<file path="config.mk">
export PLATFORM = sky130hd
export DESIGN_NAME = pin_irq_ctrl
export DESIGN_NICKNAME = d
export VERILOG_FILES = /design/src/rtl/pin_irq_pkg.sv /design/src/rtl/pin_sync.sv /design/src/rtl/pin_irq_cell.sv /design/src/rtl/pin_irq_status.sv /design/src/rtl/pin_irq_ctrl.sv
export SDC_FILE = /design/constraint.sdc
export NUM_CORES = 1
export LEC_CHECK = 0
export ABC_AREA = 1
export BUFFER_PORTS_ARGS = -buffer_cell sky130_fd_sc_hd__buf_2
export CAP_MARGIN = 25
export CORE_MARGIN = 2
export CORE_UTILIZATION = 45
export DETAILED_ROUTE_END_ITERATION = 10
export GPL_TIMING_DRIVEN = 0
export PLACE_DENSITY = 0.73
export SKIP_CTS_REPAIR_TIMING = 1
export SLEW_MARGIN = 20
export SYNTH_ARGS = -nofsm -noshare
export SYNTH_HDL_FRONTEND = slang
export SYNTH_SLANG_ARGS = --single-unit
</file>
<file path="constraint.sdc">
create_clock -name clk -period 2.9 [get_ports clk]
set_clock_uncertainty 0.15 [all_clocks]
set_input_delay 0.58 -clock clk [delete_from_list [all_inputs] [get_ports clk]]
set_output_delay 0.58 -clock clk [all_outputs]
set_load 0.01 [all_outputs]
</file>
<file path="src/rtl/pin_irq_pkg.sv">
package pin_irq_pkg;

  localparam int TRIG_W = 4;

  typedef enum logic [TRIG_W-1:0] {
    TRIG_OFF  = 4'h0,
    TRIG_LOW  = 4'h8,
    TRIG_RISE = 4'h9,
    TRIG_FALL = 4'hA,
    TRIG_BOTH = 4'hB,
    TRIG_HIGH = 4'hC
  } trig_mode_e;

  // Decide whether the current/previous synchronized sample is a hit.
  function automatic logic trig_hit(logic [TRIG_W-1:0] mode, logic cur, logic prev);
    logic hit;
    case (mode)
      TRIG_LOW:  hit = ~cur;
      TRIG_HIGH: hit = cur;
      TRIG_RISE: hit = cur & ~prev;
      TRIG_FALL: hit = ~cur & prev;
      TRIG_BOTH: hit = cur ^ prev;
      default:   hit = 1'b0;
    endcase
    return hit;
  endfunction

endpackage

</file>
<file path="src/rtl/pin_sync.sv">
module pin_sync #(
  parameter int STAGES = 2
) (
  input  logic clk,
  input  logic rst,
  input  logic d_i,
  output logic q_o
);
  logic [STAGES-1:0] chain;

  always_ff @(posedge clk) begin
    if (rst) chain <= '0;
    else     chain <= {chain[STAGES-2:0], d_i};
  end

  assign q_o = chain[STAGES-1];
endmodule

</file>
<file path="src/rtl/pin_irq_cell.sv">
module pin_irq_cell
  import pin_irq_pkg::*;
#(
  parameter int SYNC_STAGES = 2
) (
  input  logic              clk,
  input  logic              rst,
  input  logic              pin_async,
  input  logic              cfg_we,
  input  logic [TRIG_W-1:0] cfg_wdata,
  output logic [TRIG_W-1:0] cfg_q,
  output logic              hit_o
);
  logic cur;
  logic prev;

  pin_sync #(.STAGES(SYNC_STAGES)) u_sync (
    .clk (clk),
    .rst (rst),
    .d_i (pin_async),
    .q_o (cur)
  );

  always_ff @(posedge clk) begin
    if (rst) begin
      prev  <= 1'b0;
      cfg_q <= '0;
    end else begin
      prev <= cur;
      if (cfg_we) cfg_q <= cfg_wdata;
    end
  end

  assign hit_o = trig_hit(cfg_q, cur, prev);
endmodule

</file>
<file path="src/rtl/pin_irq_status.sv">
module pin_irq_status #(
  parameter int NPINS = 32
) (
  input  logic             clk,
  input  logic             rst,
  input  logic [NPINS-1:0] set_i,
  input  logic             clr_we,
  input  logic [NPINS-1:0] clr_mask,
  output logic [NPINS-1:0] flags_o,
  output logic             irq_o
);
  logic [NPINS-1:0] flag_next;

  // A hit in the same cycle as a clear wins.
  always_comb begin
    flag_next = flags_o;
    if (clr_we) flag_next = flag_next & ~clr_mask;
    flag_next = flag_next | set_i;
  end

  always_ff @(posedge clk) begin
    if (rst) begin
      flags_o <= '0;
      irq_o   <= 1'b0;
    end else begin
      flags_o <= flag_next;
      irq_o   <= |flag_next;
    end
  end
endmodule

</file>
<file path="src/rtl/pin_irq_ctrl.sv">
module pin_irq_ctrl
  import pin_irq_pkg::*;
#(
  parameter int          NPINS       = 32,
  parameter int          AW          = 8,
  parameter int          DW          = 32,
  parameter int          CFG_LSB     = 16,
  parameter int          SYNC_STAGES = 2,
  parameter logic [7:0]  STATUS_ADDR = 8'hA0
) (
  input  logic          clk,
  input  logic          rst,
  input  logic [NPINS-1:0] pin_i,
  input  logic          reg_wr,
  input  logic          reg_rd,
  input  logic [AW-1:0] reg_addr,
  input  logic [DW-1:0] reg_wdata,
  output logic [DW-1:0] reg_rdata,
  output logic          irq_o
);
  localparam int          IDX_W   = (NPINS > 1) ? $clog2(NPINS) : 1;
  localparam logic [AW:0] CFG_END = (AW+1)'(NPINS * 4);

  logic                           cfg_hit;
  logic                           status_hit;
  logic [IDX_W-1:0]               pin_idx;
  logic [NPINS-1:0][TRIG_W-1:0]   cfg_q;
  logic [NPINS-1:0]               evt;
  logic [NPINS-1:0]               flags;
  logic [DW-1:0]                  rd_val;
  logic                           unused_bits;

  assign cfg_hit    = ({1'b0, reg_addr} < CFG_END) && (reg_addr[1:0] == 2'b00);
  assign status_hit = (reg_addr == AW'(STATUS_ADDR));
  assign pin_idx    = reg_addr[2 +: IDX_W];
  assign unused_bits = ^reg_wdata;

  for (genvar p = 0; p < NPINS; p++) begin : g_pin
    pin_irq_cell #(.SYNC_STAGES(SYNC_STAGES)) u_cell (
      .clk       (clk),
      .rst       (rst),
      .pin_async (pin_i[p]),
      .cfg_we    (reg_wr && cfg_hit && (pin_idx == IDX_W'(p))),
      .cfg_wdata (reg_wdata[CFG_LSB +: TRIG_W]),
      .cfg_q     (cfg_q[p]),
      .hit_o     (evt[p])
    );
  end

  pin_irq_status #(.NPINS(NPINS)) u_status (
    .clk      (clk),
    .rst      (rst),
    .set_i    (evt),
    .clr_we   (reg_wr && status_hit),
    .clr_mask (reg_wdata[NPINS-1:0]),
    .flags_o  (flags),
    .irq_o    (irq_o)
  );

  always_comb begin
    rd_val = '0;
    if (status_hit)
      rd_val[NPINS-1:0] = flags;
    else if (cfg_hit)
      rd_val[CFG_LSB +: TRIG_W] = cfg_q[pin_idx];
  end

  always_ff @(posedge clk) begin
    if (rst)         reg_rdata <= '0;
    else if (reg_rd) reg_rdata <= rd_val;
  end
endmodule

</file>
* After elaboration in Yosys (flattened, before gate mapping) *
Index checks and enable logic that the tools add are counted.

cells by class
  magnitude comparators = 2
  eq/ne operators = 192
  mux-type cells = 39
  bitwise operators = 163
  reductions and logical operators = 38

operators by type and width
  operator                                                                      count
  4-bit == test, second input constant                                          160
  1-bit case mux with 5 select lines                                            32
  5-bit == test, second input constant                                          16
  1-bit bitwise AND                                                             64
  1-bit NOT                                                                     64
  5-bit by 4-bit == test with 1-bit output, second input constant               8
  1-bit logical AND                                                             35
  32-bit bitwise AND                                                            1
  32-bit two-way mux                                                            1
  32-bit NOT                                                                    1
  32-bit bitwise OR                                                             1
  32-bit OR reduction                                                           1
  1-bit bitwise XOR                                                             32
  4-bit binary-select mux with 5-bit select                                     1
  5-bit by 3-bit == test with 1-bit output, second input constant               4
  16-bit two-way mux                                                            1
  12-bit two-way mux                                                            1
  4-bit two-way mux                                                             3
  5-bit by 2-bit == test with 1-bit output, second input constant               2
  8-bit == test, second input constant                                          1
  8-bit less-than comparator, second input constant                             1
  5-bit by 6-bit less-than comparator with 1-bit output, second input constant  1
  5-bit by 1-bit == test with 1-bit output, second input constant               1
  5-bit logical NOT                                                             1
  2-bit logical NOT                                                             1

word-level totals
  register bits = 289
  output and inout port bits = 33
  logic and storage cells = 533

* Longest topological paths before layout *
Gate-level depths: netlist of run 1.

  word-level depth = 5
  depth in mapped cells = 16

* Hierarchy *
A second synthesis of run 1 with hierarchy kept.

unflattened totals
  cells, all modules = 2137
  area, all modules = 14457.6 µm²

by module, submodules not included
  module          instances  cells an instance  area an instance (µm²)  sequential area each (µm²)
  pin_irq_cell    32         36                 264.0                   100.1
  pin_irq_ctrl    1          561                2777.7                  640.6
  pin_sync        32         6                  55.1                    40.0
  pin_irq_status  1          232                1470.2                  660.6

* Worst setup path after synthesis of run 1 *
OpenSTA, ideal clock, no wires.

  kind = input -> register
  start point = in reg_addr[6]
  end point = reg u_status.irq_o
  setup time = 128 ps
  arrival time = 1823 ps
  data required time = 2622 ps
  setup slack = 799 ps
  stages = 16
  cells stage by stage = buf_2 > inv_2 > nand2_1 > nor2_1 > nand2_1 > nor2_4 > buf_6 > nand2_1 > nand2_1 > nand2_1 > nor2_1 > nand2_1 > nor2_1 > nand2_1 > nor2_1 > nor2_1

on the way
  word-level cells in the longest chain between the ends = 5

RTL lines
  element                 line                  source
  start: declaration      pin_irq_ctrl.sv:16    input logic [AW-1:0] reg_addr,
  8-bit == test           pin_irq_ctrl.sv:34    assign status_hit = (reg_addr == AW'(STATUS_ADDR));
  1-bit logical AND       pin_irq_ctrl.sv:54    .clr_we (reg_wr && status_hit),
  32-bit two-way mux      pin_irq_status.sv:17  if (clr_we) flag_next = flag_next & ~clr_mask;
  32-bit bitwise OR       pin_irq_status.sv:18  flag_next = flag_next | set_i;
  32-bit OR reduction     pin_irq_status.sv:27  irq_o <= |flag_next;
  end signal: assignment  pin_irq_status.sv:27
  end: declaration        pin_irq_status.sv:10  output logic irq_o

Every way passes these cells.
A chain may end at the register's enable or synchronous reset.

* Final worst setup path of run 1 *
  start point = in reg_addr[3]
  end point = reg reg_rdata[16]

on the way
  word-level cells in the longest chain between the ends = 4
  elaborated cells between the ends (all ways) = 7
  classes of those cells = 1 x order compare; 1 x eq/ne; 4 x mux; 1 x reduce/logical

RTL lines
  element                                                                                         line                                    source
  4-bit binary-select mux with 5-bit select / 8-bit less-than comparator (equally long branches)  pin_irq_ctrl.sv:65, pin_irq_ctrl.sv:33
  4-bit two-way mux (implied by the code) / 1-bit logical AND (equally long branches)             pin_irq_ctrl.sv:65, pin_irq_ctrl.sv:33
  4-bit two-way mux                                                                               pin_irq_ctrl.sv:64                      else if (cfg_hit)
  4-bit two-way mux (*)                                                                           pin_irq_ctrl.sv:62                      if (status_hit)
  end signal: assignment                                                                          pin_irq_ctrl.sv:70                      else if (reg_rd) reg_rdata <= rd_val;
  end: declaration                                                                                pin_irq_ctrl.sv:18                      output logic [DW-1:0] reg_rdata,

Every way passes the cells marked *; elsewhere a longest branch is shown, timed or not. The select of a mux whose other input is x is not followed.

==> out/metrics.csv, run 1 <==
metric,value,unit
die_area,0.0319,sq mm
core,0.0298,sq mm
hp-class,in2reg,
combPwrFrac,0.065,
max_stage_delay,0.59,ns
cap_viol_max_count,0,
ys_ff_latch,289,
drc,0,
routed_wl,40300,um
grt_pass1_wl,62900,um
grt_use_met2,0.415,
gp_congestion,0.966,
vias,13100,
final_nets,2231,
hpwl,31000,um
switching_power,2.05,mW
avgViaCountPerCell,5.25,
pin_count,109,
io_buffer_count,106,
dp_cells,2448,
yosysUniqueCellTypes,24,
status,"complete, no violations",
area_delta_synth_final,15.0,%
p_seq_frac,0.472,
critPathKind,in2reg,
path_buf_inv,3,
root_buffer,clkbuf_16,
power_frac_clock,0.463,
cp_cell_sequence,buf_2 > inv_1 > nand2_1 > clkbuf_1 > o22ai_1 > o21ai_0 > nand4_1 > nand3_1 > a21oi_1,
drive_gt1_frac,0.0809,
synthesis.area,0.0137,sq mm
min_period,2.30,ns
fin_setup_tns,0,ns
setup_violations,0,
cp_max_fo,10,
initial_core_util,0.460,
intPower,6.62,mW
antenna_found_initial,6,
busiest_layer,met2,
p_per_area,550,mW/mm^2
tritoncts,yes,
die_x,179,um
numCtsBuffers,31,
grt_usage,0.251,
clock-sinks,289,
htree_levels,1,
crit_required,3.19,ns
yosysWarnings,0,
drt_iter0_drc,1154,
syn_nets,2092,
die_h,179,um
critPathLaunchType,input port,
syn_avg_cell_area,7.03,sq um
path_clk_slew,0.06,ns
drtPass1Iterations,7,
drv_slew,0,
yosysSeqAreaShare,0.422,
cp_top_family,buffers and inverters,
hold_violations,0,
hold_ws,0.0674,ns
critPathSlowestCell,clkbuf_1,
swShare,0.237,
clock_latency,0.57,ns
worst_slew_pin_slew,0.824,ns
wl_per_cell,16.1,um
rsz0062_at_grt,false,
final_cells,2505,
grt_pass1_vias,12100,
fin_crit_sh,0.794,
drtAntennaViolNets,0,
use_met1,0.330,
p_leak,6.53,nW
crit_path_end_kind,register,
clock.fmax,0.434,GHz
cts_buffer_depth,3,
grt_max_degree,15,
ir_drop,0.414,mV
cp.arrival,2.59,ns
max_slew_margin,0.451,
grt_overflow_total,0,
syn_inst,1952,
grt_util_met3,0.0520,
rows,63,
==> tightest hold or removal path: cells and delay by family <==
kind | cells | cell delay [ns]
buffers and inverters | 2 | 0.10
AND/OR/NAND/NOR | 1 | 0.06
==> Yosys cell counts, drive strengths merged <==
library cell | count | area, sq um
o211ai | 17 | 128
nor2 | 293 | 1120
nand3b | 24 | 180
o22ai | 36 | 225
inv | 348 | 1310
nand4 | 8 | 50.1
nand2 | 279 | 1050
nand3 | 130 | 656
a31oi | 19 | 119
dfxtp | 289 | 5790
a21boi | 23 | 173
a21oi | 141 | 706
o21ai | 180 | 901
buf | 13 | 77.6
ha | 64 | 801
clkbuf | 60 | 225
a22oi | 28 | 210
==> area by class of cell <==
| type | instances | area (sq um) |
|---|---|---|
| Inverter | 348 | 1310 |
| Fill cell | 2884 | 14000 |
| Clock inverter | 11 | 134 |
| Timing Repair Buffer | 106 | 531 |
| Buffer | 73 | 303 |
| Sequential cell | 289 | 5790 |
| Clock buffer | 44 | 895 |
| Tap cell | 390 | 488 |
| Multi-Input combinational cell | 1242 | 6320 |
| Antenna cell | 2 | 5.00 |
==> layout by cell type, fill, tap and decap left out, types with 5 or more instances in the layout <==
cell       synthesis  final
ha_1              64     64
nand2_1          278    278
a31oi_1           19     19
nand3_1          129    129
a21oi_1          141    141
clkbuf_8           0      7
clkinv_2           0      7
dfxtp_1          289    289
nand4_1            8      8
a21boi_0          23     23
clkbuf_16          0     31
o211ai_1          17     17
clkbuf_1          60     66
buf_1              5      5
o22ai_1           36     36
a22oi_1           28     28
o21ai_0          180    180
nand3b_1          24     24
inv_1            346    346
nor2_1           289    289
buf_2              5    111
==> final timing paths <==
path | from | depth (start not counted) | end | slack [ns]
hold / removal | pin_i[24] | 3 | g_pin[24].u_cell.u_sync.chain[0]$_SDFF_PP0_ | 0.07
setup / recovery | reg_addr[3] | 9 | reg_rdata[16]$_SDFFE_PP0P_ | 0.60
setup reg to reg | g_pin[8].u_cell.prev$_SDFF_PP0_ | 13 | u_status.irq_o$_SDFF_PP0_ | 0.81
hold reg to reg | g_pin[1].u_cell.u_sync.chain[0]$_SDFF_PP0_ | 2 | g_pin[1].u_cell.u_sync.chain[1]$_SDFF_PP0_ | 0.25
==> metal layers <==
layer	vias up	part of all wire
met5	-	0.00089
met4	8	0.026
met3	87	0.099
met2	560	0.45
met1	5960	0.43
li1	6530	-
==> registers in the layout (all words and copies together) (netlist names) <==
register	flops
g_pin.u_cell.cfg_q	128
u_status.flags_o	32
g_pin.u_cell.u_sync.chain	64
g_pin.u_cell.prev	32
reg_rdata	32
u_status.irq_o	1
==> power by group through the flow <==
| stage | Combinational (mW) | Clock, mW | Sequential (mW) |
|---|---|---|---|
| floorplan | 0.314 | 0 | 4.19 |
| global placement | 0.545 | 0 | 4.18 |
| detailed placement | 0.555 | 0 | 4.19 |
| CTS | 0.560 | 4.05 | 4.10 |
| global route | 0.631 | 4.20 | 4.11 |
| finish | 0.564 | 4.01 | 4.10 |
==> kinds of logic after synthesis <==
kind of cell             synth area share
flip-flops                          0.422
buffers and inverters               0.117
AO/OA/AOI/OAI                       0.179
AND/OR/NAND/NOR                     0.223
adder cells (fa/ha/maj)            0.0584
==> metrics by stage <==
step	cell area (sq um)	power [mW]	worst slack (ns)	util
after detailed placement	14700	4.74	0.165	0.495
after global placement	14700	4.73	0.150	0.495
after CTS	15800	8.71	0.741	0.529
after floorplan	13700	4.50	0.799	-
final	15800	8.68	0.597	0.529
after global routing	15800	8.94	0.445	0.529
No activity file was read; power rests on OpenSTA's default activity.
==> run 2, diff against run 1 <==
--- a/config.mk
+++ b/config.mk
@@ -12,7 +12,7 @@
 export CORE_UTILIZATION = 45
 export DETAILED_ROUTE_END_ITERATION = 10
 export GPL_TIMING_DRIVEN = 0
-export PLACE_DENSITY = 0.73
+export PLACE_DENSITY = 0.75
 export SKIP_CTS_REPAIR_TIMING = 1
 export SLEW_MARGIN = 20
 export SYNTH_ARGS = -nofsm -noshare
==> constraint.sdc (replaced) <==
create_clock -name clk -period 2.1 [get_ports clk]
set_clock_uncertainty 0.15 [all_clocks]
set_input_delay 0.42 -clock clk [delete_from_list [all_inputs] [get_ports clk]]
set_output_delay 0.42 -clock clk [all_outputs]
set_load 0.01 [all_outputs]
==> out/metrics.csv, run 2 (synthesis results as in run 1) <==
metric,value,unit,change
antenna_found_initial,4,,-2
ir_drop,0.662,mV,+60%
fin_setup_tns,0,ns,unchanged
p_per_area,754,mW/mm^2,+37%
dp_cells,2448,,unchanged
min_period,2.10,ns,
cap_viol_max_count,0,,unchanged
tritoncts,yes,,
crit_path_end_kind,register,,
max_slew_margin,0.405,,-0.0460
drtPass1Iterations,6,,-1
gp_congestion,0.982,,+1.7%
htree_levels,1,,unchanged
die_area,0.0319,sq mm,unchanged
fin_crit_sh,1.00,,
area_delta_synth_final,18.0,%,
hpwl,31400,um,+1.1%
clock.fmax,0.476,GHz,
wl_per_cell,16.3,um,+1.2%
setup_violations,0,,unchanged
drc,0,,unchanged
io_buffer_count,106,,unchanged
final_nets,2263,,+1.4%
drive_gt1_frac,0.0904,,+0.00943
die_h,179,um,unchanged
grt_overflow_total,0,,unchanged
crit_required,2.39,ns,-0.80 ns
worst_slew_pin_slew,0.890,ns,+0.0657 ns
drv_slew,0,,unchanged
final_cells,2539,,+1.4%
critPathKind,in2reg,,
final_common_cell,inv_1,,
final_cell_mix,"inv_1, dfxtp_1, nor2_1, nand2_1, o21ai_0",,
p_leak,6.70,nW,+2.7%
clock_latency,0.55,ns,-0.02 ns
die_x,179,um,unchanged
root_buffer,clkbuf_16,,
core,0.0298,sq mm,unchanged
drtAntennaViolNets,0,,unchanged
clock-sinks,289,,unchanged
routed_wl,41300,um,+2.5%
hp-class,in2reg,,
avgViaCountPerCell,5.19,,-1.1%
cts_buffer_depth,3,,unchanged
numCtsBuffers,31,,unchanged
grt_pass1_wl,63100,um,+0.28%
grt_max_degree,15,,unchanged
path_clk_slew,0.06,ns,about the same
hold_violations,0,,unchanged
total_power,12.2,mW,+41%
drt_iter0_drc,1132,,-1.9%
grt_pass1_vias,12100,,+0.51%
regMostFlops,g_pin.u_cell.cfg_q,,
critPathLaunchType,input port,,
largest_reg_flops,128,,unchanged
status,"complete, no violations",,
initial_core_util,0.460,,unchanged
pin_count,109,,unchanged
reg.largest.list,"g_pin.u_cell.cfg_q: 128 flops, g_pin.u_cell.u_sync.chain: 64 flops",,
rsz0062_at_grt,true,,
grt_usage,0.254,,+0.00255
hold_ws,0.0255,ns,-0.0419 ns
cp.arrival,2.39,ns,-0.20 ns
cp_max_fo,10,,unchanged
vias,13200,,+0.21%
rows,63,,unchanged
run 2: changes by cell type in the layout (fill, tap and decap cells not counted), moves of 3 or more:
cell           previous run  this run
clkinvlp_4                0         3
dlygate4sd3_1             0        32
clkbuf_1                 66        58
nand2_2                   1         8
clkbuf_2                  0         6
clkbuf_8                  7        11
nor2_2                    1         4
nand2_1                 278       271
nor2_1                  289       286
run 2: critical path, stage by stage:
cell	delay (ns)
buf_2	0.14
inv_1	0.08
nand2_1	0.15
clkbuf_1	0.61
o22ai_1	0.19
o21ai_0	0.30
nand4_1	0.21
nand3_1	0.19
a21oi_1	0.08
run 2: final timing paths:
kind                                         startpoint                                    endpoint  slack (ns)  depth (start not counted)
max reg2reg  g_pin[4].u_cell.u_sync.chain[1]$_SDFF_PP0_                   u_status.irq_o$_SDFF_PP0_        0.11                         12
max                                         reg_addr[3]                  reg_rdata[16]$_SDFFE_PP0P_      0.0001                          9
min                                       reg_wdata[15]             u_status.flags_o[15]$_SDFF_PP0_        0.03                          4
min reg2reg  g_pin[6].u_cell.u_sync.chain[0]$_SDFF_PP0_  g_pin[6].u_cell.u_sync.chain[1]$_SDFF_PP0_        0.25                          2
run 2: area by class of cell:
type / count / area, sq um
clock buffer: 45 / 938
fill: 2833 / 13600
sequential: 289 / 5790
inverter: 348 / 1310
antenna: 2 / 5.00
timing repair buffer: 138 / 851
clock inverter: 12 / 146
multi-input combinational: 1242 / 6350
tap: 390 / 488
buffer: 73 / 310
run 2: stage by stage:
| stage | setup slack, ns | utilization | cell area, sq um |
|---|---|---|---|
| floorplan | 0.159 | - | 13700 |
| CTS | 0.0214 | 0.531 | 15800 |
| global route | -0.0907 | 0.543 | 16200 |
| finish | 0.000113 | 0.543 | 16200 |
| detailed placement | -0.517 | 0.495 | 14700 |
| global placement | -0.507 | 0.495 | 14700 |
run 2: per-layer routing:
| layer | wire length (um) | vias to the layer above | GRT usage | share of wire |
|---|---|---|---|---|
| met2 | 18500 | 534 | 0.414 | 0.45 |
| met4 | 1320 | 4 | 0.0949 | 0.032 |
| met1 | 17200 | 5952 | 0.322 | 0.42 |
| met5 | 25 | - | 0 | 0.00061 |
| li1 | - | 6589 | - | - |
| met3 | 4240 | 93 | 0.0656 | 0.10 |
run 2: power by group:
| part | switching (mW) | internal, mW |
|---|---|---|
| Combinational | 0.556 | 0.285 |
| Clock | 2.26 | 3.45 |
| Sequential | 0.0643 | 5.60 |
| Total | 2.88 | 9.33 |
==> run 3, diff against run 2 <==
--- a/config.mk
+++ b/config.mk
@@ -5,7 +5,6 @@
 export SDC_FILE = /design/constraint.sdc
 export NUM_CORES = 1
 export LEC_CHECK = 0
-export ABC_AREA = 1
 export BUFFER_PORTS_ARGS = -buffer_cell sky130_fd_sc_hd__buf_2
 export CAP_MARGIN = 25
 export CORE_MARGIN = 2
==> out/metrics.csv, run 3 <==
metric,value,unit,change
drt_iter0_drc,1332,,+18%
syn_avg_cell_area,8.94,sq um,+27%
yosysUniqueCellTypes,45,,+88%
syn_inst,1537,,-21%
grt_usage,0.265,,+0.0109
hp-class,in2reg,,
fin_crit_sh,1.25,,+0.253
setup_violations,106,,+106
die_area,0.0319,sq mm,+0.15%
yosys.area.top_type,dfxtp_1,,
die_x,179,um,about the same
avgViaCountPerCell,5.78,,+11%
final_cell_mix,"dfxtp_1, nand2_1, a21oi_1, nand3_1, buf_2",,
pin_count,109,,unchanged
status,"complete, but fails checks",,
max_stage_delay,0.57,ns,-0.04 ns
synthesis.area,0.0137,sq mm,+0.15%
regMostFlops,g_pin.u_cell.cfg_q,,
p_per_area,764,mW/mm^2,+1.3%
core,0.0299,sq mm,+0.26%
area_delta_synth_final,22.4,%,
place_worst_setup_slack,-1.54,ns,-1.02 ns
critPathLaunchType,input port,,
yosysSeqAreaShare,0.421,,-0.000615
cp_top_family,compound AO/OA/AOI/OAI gates,,
cp_max_fo,6,,-4
grt_pass1_vias,11100,,-8.5%
critPathSlowestCell,or4b_4,,
final_common_cell,dfxtp_1,,
rows,63,,unchanged
initial_core_util,0.460,,-0.000545
violations,"negative hold slack, negative setup slack",,
cp_cell_sequence,buf_2 > or4b_4 > buf_12 > buf_2 > o31ai_1 > o311ai_1 > nor4_4 > nand4_1 > o41a_1,,
htree_levels,2,,+1
clock.fmax,0.380,GHz,-20%
antenna_found_initial,0,,-4
fin_setup_tns,-23.66,ns,-23.66 ns
synth_top_area_share,0.421,,-0.000615
grt_pass1_wl,63500,um,+0.71%
regArea,0.00579,sq mm,about the same
final_nets,1843,,-19%
diodes,0,,-2
ir_drop,0.460,mV,-31%
path_common_cell,buf_2,,
synthTopCellsByCount,"dfxtp_1, nand2_1, a21oi_1",,
drc,0,,unchanged
syn_nets,1677,,-20%
drtPass1Iterations,6,,unchanged
synth_area_leaders,"dfxtp_1, mux4_2, ha_1",,
routed_wl,44200,um,+6.9%
synth_edf_count,0,,unchanged
rsz0062_at_grt,true,,
p_leak,6.20,nW,-7.5%
cts_buffer_depth,3,,unchanged
clock-sinks,289,,unchanged
drv_slew,0,,unchanged
worst_slew_pin_slew,0.902,ns,+0.0122 ns
path_clk_slew,0.06,ns,about the same
yosysWarnings,0,,unchanged
max_slew_margin,0.399,,-0.00596
critPathKind,in2reg,,
clock_latency,0.52,ns,-0.03 ns
grt_overflow_total,0,,unchanged
yosys.cell_count.top_type,dfxtp_1,,
root_buffer,clkbuf_16,,
io_buffer_count,103,,-2.8%
crit_required,2.34,ns,-0.05 ns
die_h,179,um,about the same
grt_max_degree,15,,unchanged
gp_congestion,0.979,,-0.31%
cap_viol_max_count,0,,unchanged
cp.arrival,2.87,ns,+0.48 ns
crit_path_end_kind,register,,
tritoncts,yes,,
hold_violations,11,,+11
hpwl,32400,um,+3.2%
ys_ff_latch,289,,unchanged
multi_input_area,0.00767,sq mm,+21%
hold_ws,-0.0275,ns,-0.0530 ns
numCtsBuffers,35,,+13%
drive_gt1_frac,0.163,,+0.0729
min_period,2.63,ns,+0.530 ns
fill_cells,2566,,-9.4%
final.setup.worst_slack,-0.530,ns,-0.530 ns
vias,12200,,-7.1%
largest_reg_flops,128,,unchanged
wl_per_cell,20.9,um,+28%
reg.largest.list,"g_pin.u_cell.cfg_q: 128 flops, g_pin.u_cell.u_sync.chain: 64 flops",,
drtAntennaViolNets,0,,unchanged
yosys_most_used_dff,dfxtp_1,,
path_buf_inv,3,,unchanged
async_reset_ff_frac,0,,unchanged
## run 3: cell types whose count changed after synthesis, sizes merged, moves of 40 or more
cell    before  now
inv        348   80
nor2       293   80
o21ai      180    4
nand2      279  190
nand2b       0   72
nor2b        0   66
mux2i        0   41
mux4         0   40
## run 3: cell type report
type | instances | share of cell area
Timing Repair Buffer | 131 | 0.0485
Inverter | 80 | 0.0179
Buffer | 101 | 0.0313
Tap cell | 390 | 0.0290
Multi-Input combinational cell | 1065 | 0.456
Clock inverter | 14 | 0.0129
Sequential cell | 289 | 0.344
Clock buffer | 47 | 0.0601
## run 3: kinds of logic (layout without fill, tap and decap cells)
logic type | after synthesis | after routing | share of synthesized area
buf+inv | 183 | 373 | 0.0516
simple gates | 640 | 640 | 0.241
flops | 289 | 289 | 0.421
mux | 81 | 81 | 0.0955
compound gates | 248 | 248 | 0.112
fa+ha+maj | 64 | 64 | 0.0583
xor+xnor | 32 | 32 | 0.0204
## run 3: path summary, 6_finish.rpt
kind | startpoint | end | slack, ns | cells after the start
setup / recovery | reg_addr[1] | u_status.irq_o$_SDFF_PP0_ | -0.53 | 9
hold / removal | pin_i[28] | g_pin[28].u_cell.u_sync.chain[0]$_SDFF_PP0_ | -0.03 | 2
setup reg to reg | g_pin[5].u_cell.u_sync.chain[1]$_SDFF_PP0_ | u_status.irq_o$_SDFF_PP0_ | -0.48 | 8
hold reg to reg | g_pin[23].u_cell.u_sync.chain[0]$_SDFF_PP0_ | g_pin[23].u_cell.u_sync.chain[1]$_SDFF_PP0_ | 0.27 | 1
## run 3: routing by layer
| metal | track usage | up-vias | share of wire |
|---|---|---|---|
| met5 | 0 | - | 0 |
| met4 | 0.110 | 0 | 0.041 |
| met3 | 0.0566 | 114 | 0.11 |
| met2 | 0.419 | 656 | 0.45 |
| met1 | 0.351 | 5804 | 0.40 |
| li1 | - | 5669 | - |
## run 3: stage by stage
stage | utilization | std cells | power [mW] | instance area (sq um)
after floorplan | - | 1537 | 6.17 | 14000
after global placement | 0.502 | 2030 | 6.46 | 15000
after detailed placement | 0.502 | 2030 | 6.48 | 15000
after CTS | 0.543 | 2091 | 12.8 | 16200
after global routing | 0.563 | 2117 | 13.2 | 16800
final | 0.563 | 2117 | 12.8 | 16800
## run 3: power breakdown
group          switching [mW]  internal (mW)  total (mW)
Clock                    2.41           4.01        6.42
Combinational           0.515          0.296       0.810
Sequential             0.0524           5.57        5.62
